==> src/rtl/coef_bank_pkg.sv <==
package coef_bank_pkg;
  localparam int NUM_LANES = 4;
  localparam int HDR_WORDS = 2;
  typedef enum logic [1:0] {
    LANE_B1 = 2'd0,
    LANE_B2 = 2'd1,
    LANE_A1 = 2'd2,
    LANE_A2 = 2'd3
  } lane_e;
endpackage

==> src/rtl/coef_lane_ram.sv <==
module coef_lane_ram #(
  parameter int W  = 24,
  parameter int AW = 4,
  localparam int DEPTH = 1 << AW
) (
  input  logic          clk,
  input  logic          we,
  input  logic [AW-1:0] waddr,
  input  logic [W-1:0]  wdata,
  input  logic [AW-1:0] raddr,
  output logic [W-1:0]  rdata
);
  logic [W-1:0] mem [DEPTH];

  always_ff @(posedge clk) begin
    if (we) mem[waddr] <= wdata;
    rdata <= mem[raddr];
  end
endmodule

==> src/rtl/coef_bank_ctrl.sv <==
module coef_bank_ctrl #(
  parameter int FRAME_LEN = 32,
  localparam int FC_W = (FRAME_LEN > 1) ? $clog2(FRAME_LEN) : 1
) (
  input  logic clk,
  input  logic rst,
  input  logic sample_done,
  input  logic commit,
  output logic boundary,
  output logic act_q,
  output logic pend_q
);
  logic [FC_W-1:0] cnt_q;
  logic            last;

  assign last     = (cnt_q == FC_W'(FRAME_LEN - 1));
  assign boundary = sample_done && last;

  always_ff @(posedge clk) begin
    if (rst) begin
      cnt_q  <= '0;
      act_q  <= 1'b0;
      pend_q <= 1'b0;
    end else begin
      if (sample_done) cnt_q <= last ? '0 : cnt_q + 1'b1;
      if (boundary && pend_q) begin
        act_q  <= ~act_q;
        pend_q <= commit;
      end else if (commit) begin
        pend_q <= 1'b1;
      end
    end
  end

  assert_reset_state_R1: assert property (@(posedge clk)
    rst |=> (!act_q && !pend_q));
  assert_swap_flips_R4: assert property (@(posedge clk) disable iff (rst)
    (boundary && pend_q) |=> (act_q != $past(act_q)));
  assert_no_swap_idle_R4: assert property (@(posedge clk) disable iff (rst)
    !(boundary && pend_q) |=> $stable(act_q));
  assert_swap_clears_R4: assert property (@(posedge clk) disable iff (rst)
    (boundary && pend_q && !commit) |=> !pend_q);
  assert_commit_held_R6: assert property (@(posedge clk) disable iff (rst)
    (boundary && pend_q && commit) |=> pend_q);
  assert_commit_sets_R3: assert property (@(posedge clk) disable iff (rst)
    commit |=> pend_q);
  assert_mid_frame_R10: assert property (@(posedge clk) disable iff (rst)
    (sample_done && !last) |=> (cnt_q == $past(cnt_q) + 1'b1));
endmodule

==> src/rtl/coef_bank_swap.sv <==
module coef_bank_swap
  import coef_bank_pkg::*;
#(
  parameter int COEF_W    = 24,
  parameter int COEF_FRAC = 22,
  parameter int MAX_SECT  = 8,
  parameter int FRAME_LEN = 32,
  localparam int NUM_ENT  = HDR_WORDS + NUM_LANES * MAX_SECT,
  localparam int ADDR_W   = $clog2(NUM_ENT),
  localparam int SECT_W   = (MAX_SECT > 1) ? $clog2(MAX_SECT) : 1,
  localparam int CNT_W    = $clog2(MAX_SECT + 1),
  localparam int RAM_AW   = SECT_W + 1
) (
  input  logic              clk,
  input  logic              rst,
  input  logic              wr_en,
  input  logic [ADDR_W-1:0] wr_addr,
  input  logic [COEF_W-1:0] wr_data,
  input  logic              wr_commit,
  output logic              wr_err,
  input  logic              sample_done,
  input  logic [SECT_W-1:0] rd_sect,
  output logic [COEF_W-1:0] rd_b1,
  output logic [COEF_W-1:0] rd_b2,
  output logic [COEF_W-1:0] rd_a1,
  output logic [COEF_W-1:0] rd_a2,
  output logic [COEF_W-1:0] b0_out,
  output logic [CNT_W-1:0]  nsect_out,
  output logic              active_bank,
  output logic              upd_pending
);
  localparam logic [COEF_W-1:0] UNITY = COEF_W'(1) << COEF_FRAC;

  logic              act, pend, boundary, shadow;
  logic              addr_ok, wr_ok, is_coef;
  logic [ADDR_W-1:0] off;
  logic [SECT_W-1:0] wsect;
  logic [1:0]        wlane;
  logic [CNT_W-1:0]  cnt_clamped;
  logic [NUM_LANES-1:0] lane_we;
  logic [COEF_W-1:0] lane_q [NUM_LANES];
  logic [COEF_W-1:0] b0_r [2];
  logic [CNT_W-1:0]  nsect_r [2];
  logic              err_q, in_rng_q;

  coef_bank_ctrl #(.FRAME_LEN(FRAME_LEN)) u_ctrl (
    .clk(clk), .rst(rst), .sample_done(sample_done), .commit(wr_commit),
    .boundary(boundary), .act_q(act), .pend_q(pend)
  );

  assign shadow  = ~act;
  assign addr_ok = (int'(wr_addr) < NUM_ENT);
  assign wr_ok   = wr_en && !pend && addr_ok;
  assign is_coef = (int'(wr_addr) >= HDR_WORDS);
  assign off     = wr_addr - ADDR_W'(HDR_WORDS);
  assign wsect   = SECT_W'(off >> 2);
  assign wlane   = off[1:0];
  assign cnt_clamped = (int'(wr_data) > MAX_SECT) ? CNT_W'(MAX_SECT)
                                                  : CNT_W'(wr_data);

  always_ff @(posedge clk) begin
    if (rst) begin
      b0_r[0]    <= UNITY;
      b0_r[1]    <= UNITY;
      nsect_r[0] <= '0;
      nsect_r[1] <= '0;
      err_q      <= 1'b0;
      in_rng_q   <= 1'b0;
    end else begin
      if (wr_ok && wr_addr == ADDR_W'(0)) b0_r[shadow]    <= wr_data;
      if (wr_ok && wr_addr == ADDR_W'(1)) nsect_r[shadow] <= cnt_clamped;
      err_q    <= wr_en && !wr_ok;
      in_rng_q <= (int'(rd_sect) < int'(nsect_r[act]));
    end
  end

  for (genvar k = 0; k < NUM_LANES; k++) begin : g_lane
    assign lane_we[k] = wr_ok && is_coef && (wlane == 2'(k));
    coef_lane_ram #(.W(COEF_W), .AW(RAM_AW)) u_ram (
      .clk(clk), .we(lane_we[k]), .waddr({shadow, wsect}), .wdata(wr_data),
      .raddr({act, rd_sect}), .rdata(lane_q[k])
    );
  end

  assign rd_b1 = in_rng_q ? lane_q[LANE_B1] : '0;
  assign rd_b2 = in_rng_q ? lane_q[LANE_B2] : '0;
  assign rd_a1 = in_rng_q ? lane_q[LANE_A1] : '0;
  assign rd_a2 = in_rng_q ? lane_q[LANE_A2] : '0;
  assign b0_out      = b0_r[act];
  assign nsect_out   = nsect_r[act];
  assign active_bank = act;
  assign upd_pending = pend;
  assign wr_err      = err_q;

  assert_reject_pending_R5: assert property (@(posedge clk) disable iff (rst)
    (wr_en && pend) |=> wr_err);
  assert_reject_range_R7: assert property (@(posedge clk) disable iff (rst)
    (wr_en && !addr_ok) |=> wr_err);
  assert_count_limit_R8: assert property (@(posedge clk) disable iff (rst)
    int'(nsect_out) <= MAX_SECT);
  assert_one_lane_R9: assert property (@(posedge clk) disable iff (rst)
    $onehot0(lane_we));
  assert_live_gain_stable_R2: assert property (@(posedge clk) disable iff (rst)
    !(boundary && pend) |=> $stable(b0_out));
endmodule

==> config.mk <==
export PLATFORM = sky130hd
export DESIGN_NAME = coef_bank_swap
export DESIGN_NICKNAME = d
export VERILOG_FILES = /design/src/rtl/coef_bank_pkg.sv /design/src/rtl/coef_lane_ram.sv /design/src/rtl/coef_bank_ctrl.sv /design/src/rtl/coef_bank_swap.sv
export SDC_FILE = /design/constraint.sdc
export NUM_CORES = 1
export LEC_CHECK = 0
export BUFFER_PORTS_ARGS = -buffer_cell sky130_fd_sc_hd__buf_2
export CORE_MARGIN = 2
export CORE_UTILIZATION = 55
export DETAILED_ROUTE_END_ITERATION = 8
export PLACE_DENSITY = 0.72
export SYNTH_ARGS = -nofsm -noshare
export SYNTH_HDL_FRONTEND = slang
export SYNTH_SLANG_ARGS = --single-unit
==> constraint.sdc <==
create_clock -name clk -period 7.98 [get_ports clk]
set_input_delay 0 -clock clk [delete_from_list [all_inputs] [get_ports clk]]
set_output_delay 0 -clock clk [all_outputs]
set_load 0.01 [all_outputs]
==> flow_summary.toml <==
[setup_path]
crit_fanout = 74
critPathBufInv = 2
crit_required_ps = 8380
crit_path_top_delay_cell = "buf_4"
setup.worst_path.end = "g_lane[1].u_ram.mem[1][12]$_DFFE_PP_"
end_kind = "flop"
path_class = "flop to flop"
r2r_slack_ps = 4380
crit_start = "u_ctrl.act_q$_SDFFE_PP0P_"
cp.depth = 4
max_stage_delay_ps = 900
cpMostUsedCell = "buf_4"
rr_startpoint = "u_ctrl.act_q$_SDFFE_PP0P_"
cp_top_family = "buffers and inverters"
crit_chain = "buf_4 -> nand3_1 -> nor2_2 -> buf_4"
rr_worst_depth = 4
r2r-end = "g_lane[1].u_ram.mem[1][12]$_DFFE_PP_"
arrival_ps = 4000
start_kind = "flop"

[timing]
final_hold_viol_count = 0
relSlewSlack_pct = 20.4
setup_tns_ps = 0
drv_slew = 0
rsz0062_at_grt = "no"
max_freq_mhz = 278
fin_worst_skew_ps = 21.0
tightest_slew_ps = 1190
fin_ws_ps = 4380
setup_violations = 0
fin_crit_ps = 3600
finalCritPeriodShare_pct = 45.1

[place]
place_ws_ps = 4470
io_buffers = 164
gp_congestion = 0.811
dpl.hpwl_um = 78300

[clock_tree]
clk-insertion-delay-late_ps = 770
cts-htree-levels = 4
cts.sinks = 1698
root_buffer = "clkbuf_16"
clk_pin_slew_worst_paths_ps = 60
cts_buffers = 163
cts_buffer_depth = 3
cts_tree = "built"

[drt]
vias = 32400
drt-vias-per-instance = 6.18
finalWirelength_um = 149000
ant_nets = 0
wire_per_inst_um = 28.5
drc = 0
drt_iter0_markers = 3859
firstDrtPassIters = 5

[job]
cap_violations = 0

[synthesis]
synth_area_leaders = "edfxtp_1 (74%), mux4_2 (7.2%), mux2i_1 (7.0%)"
synthArstFlopShare_pct = 0
synth_top_flop_cell = "edfxtp_1"
ys_seq_elements = 1698
synth-edff-count = 1592
avgSynthCellArea_um2 = 19.8
yosysWarningCount = 0
yosysTopAreaCell = "edfxtp_1"
netlist_area_um2 = 64700
syn_nets = 3309
yosysSeqAreaShare_pct = 77.2
yosysTopAreaCellShare_pct = 73.9
synth_cell_types = 44
syn_inst = 3265

[finish]
mostFrequentLayoutCells = "edfxtp_1 (1592), mux2i_1 (450), mux4_2 (206), a22oi_1 (179), clkbuf_16 (170)"
drive_gt1_share_pct = 22.8
syn2layout_area_growth_pct = 13.2
layout_commonest_cell = "edfxtp_1"
nets = 3612

[hold_path]
worstHoldPathType = "input pin to flop"

[global_route]
grt_max_degree = 118
grt_use_total_pct = 25.0
grt-ovfl-total = 0
first_global_vias = 32500
grt_antenna_before_repair = 15
grt_pass1_wl_um = 219000

[power]
p_switching_w = 0.00377
swShare_pct = 20.6
p_int_w = 0.0145
leakage_nw = 24.7
pwr-share-comb_pct = 4.4
p_seq_share_pct = 53.7
power.share.clock_pct = 41.9
powerDensity_nw_per_um2 = 250
ir_worst_vdd_mv = 0.185

[outcome]
outcome = "completed"

[die]
ios = 165
die_area_um2 = 120000
die_x_um = 347
rows = 125
core_area_um2 = 116000
fp.dieH_um = 347
start_util_pct = 55.6
==> per-layer routing <==
layer / share of wire [%] / routed length [µm] / global-route usage [%]
met1: 39 / 58500 / 34.8
met4: 2.8 / 4190 / 7.86
met2: 49 / 73900 / 41.1
met5: 0 / 0 / 0
met3: 8.6 / 12800 / 3.95
==> registers in the layout, indices dropped and copies added (netlist names), named ones only <==
signal and cells:
b0_r 48, g_lane.u_ram.mem 1536, g_lane.u_ram.rdata 96, in_rng_q 1, nsect_r 8, u_ctrl.act_q 1
u_ctrl.cnt_q 5, u_ctrl.pend_q 1, wr_err 1
==> how the worst min path moves through the flow <==
stage	start	endpoint	slack (ps)	cells past startpoint
floorplan	wr_data[0]	g_lane[0].u_ram.mem[0][0]$_DFFE_PP_	100	0
global placement	wr_commit	u_ctrl.pend_q$_SDFFE_PP0P_	210	3
detailed placement	wr_commit	u_ctrl.pend_q$_SDFFE_PP0P_	210	3
CTS	wr_addr[1]	nsect_r[1][3]$_SDFFCE_PN0P_	2	4
global route	wr_data[8]	g_lane[1].u_ram.mem[1][8]$_DFFE_PP_	40	2
finish	wr_data[0]	g_lane[1].u_ram.mem[5][0]$_DFFE_PP_	20	2
==> cells by family after synthesis <==
family,Yosys count,synth area share [%]
xor gates and xnor gates,3,0.0406
buffers and inverters,191,1.78
adders and majority gates,6,0.116
AOI/OAI and AO/OA,297,3.05
muxes,681,14.6
and+or+nand+nor,389,3.26
DFF,1698,77.2
==> repair_timing <==
| item | 4_1_cts | 5_1_grt |
|---|---|---|
| hold buffers | 39 | 0 |
| setup buffers | 0 | 0 |
| gates resized for setup | 0 | 0 |
| endpoints found under the hold margin | 862 | 0 |
==> stage by stage <==
| step | total power [W] | cell area (µm²) | hold slack (ps) | utilization, % | cells |
|---|---|---|---|---|---|
| after global routing | 0.0188 | 73200 | 38.6 | 62.9 | 5231 |
| final | 0.0183 | 73300 | 24.2 | 63.0 | 5235 |
| after CTS | 0.0184 | 73200 | 1.51 | 62.9 | 5231 |
| after floorplan | 0.0105 | 64700 | 98.9 | - | 3265 |
| after detailed placement | 0.0108 | 67500 | 214 | 58.0 | 4888 |
| after global placement | 0.0108 | 67500 | 207 | 58.0 | 4888 |
==> power by group through the flow <==
stage                     Sequential (W)  Clock [W]  Combinational (W)
final                            0.00983    0.00768           0.000807
after global routing             0.00983    0.00813           0.000866
after CTS                        0.00983    0.00776           0.000815
after detailed placement          0.0100          0           0.000798
after global placement            0.0100          0           0.000786
after floorplan                   0.0100          0           0.000462
==> cell usage after synthesis (3+ instances only) <==
cell         n
edfxtp_1  1592
mux2i_1    450
mux4_2     206
a22oi_1    179
and2_1     152
dfxtp_1    106
nand3_1     95
o21ai_0     92
nor2_1      84
clkbuf_1    68
buf_2       45
buf_6       37
buf_4       25
mux2_2      25
nand2_1     19
o22ai_1     14
inv_1        7
nor4_1       7
a21oi_1      6
ha_1         6
nand2b_1     6
buf_1        5
clkbuf_2     4
and3_1       3
nor3b_1      3
or2_2        3
==> cell type report <==
class	instances	area, µm²
sequential	1698	49900
fill	7891	43100
multi-input combinational	1376	13800
clock buffer	236	4730
timing repair buffer	322	2180
tap	1524	1910
clock inverter	68	666
inverter	7	26.3
antenna	4	10.0
No activity file was read; power rests on OpenSTA's default activity.
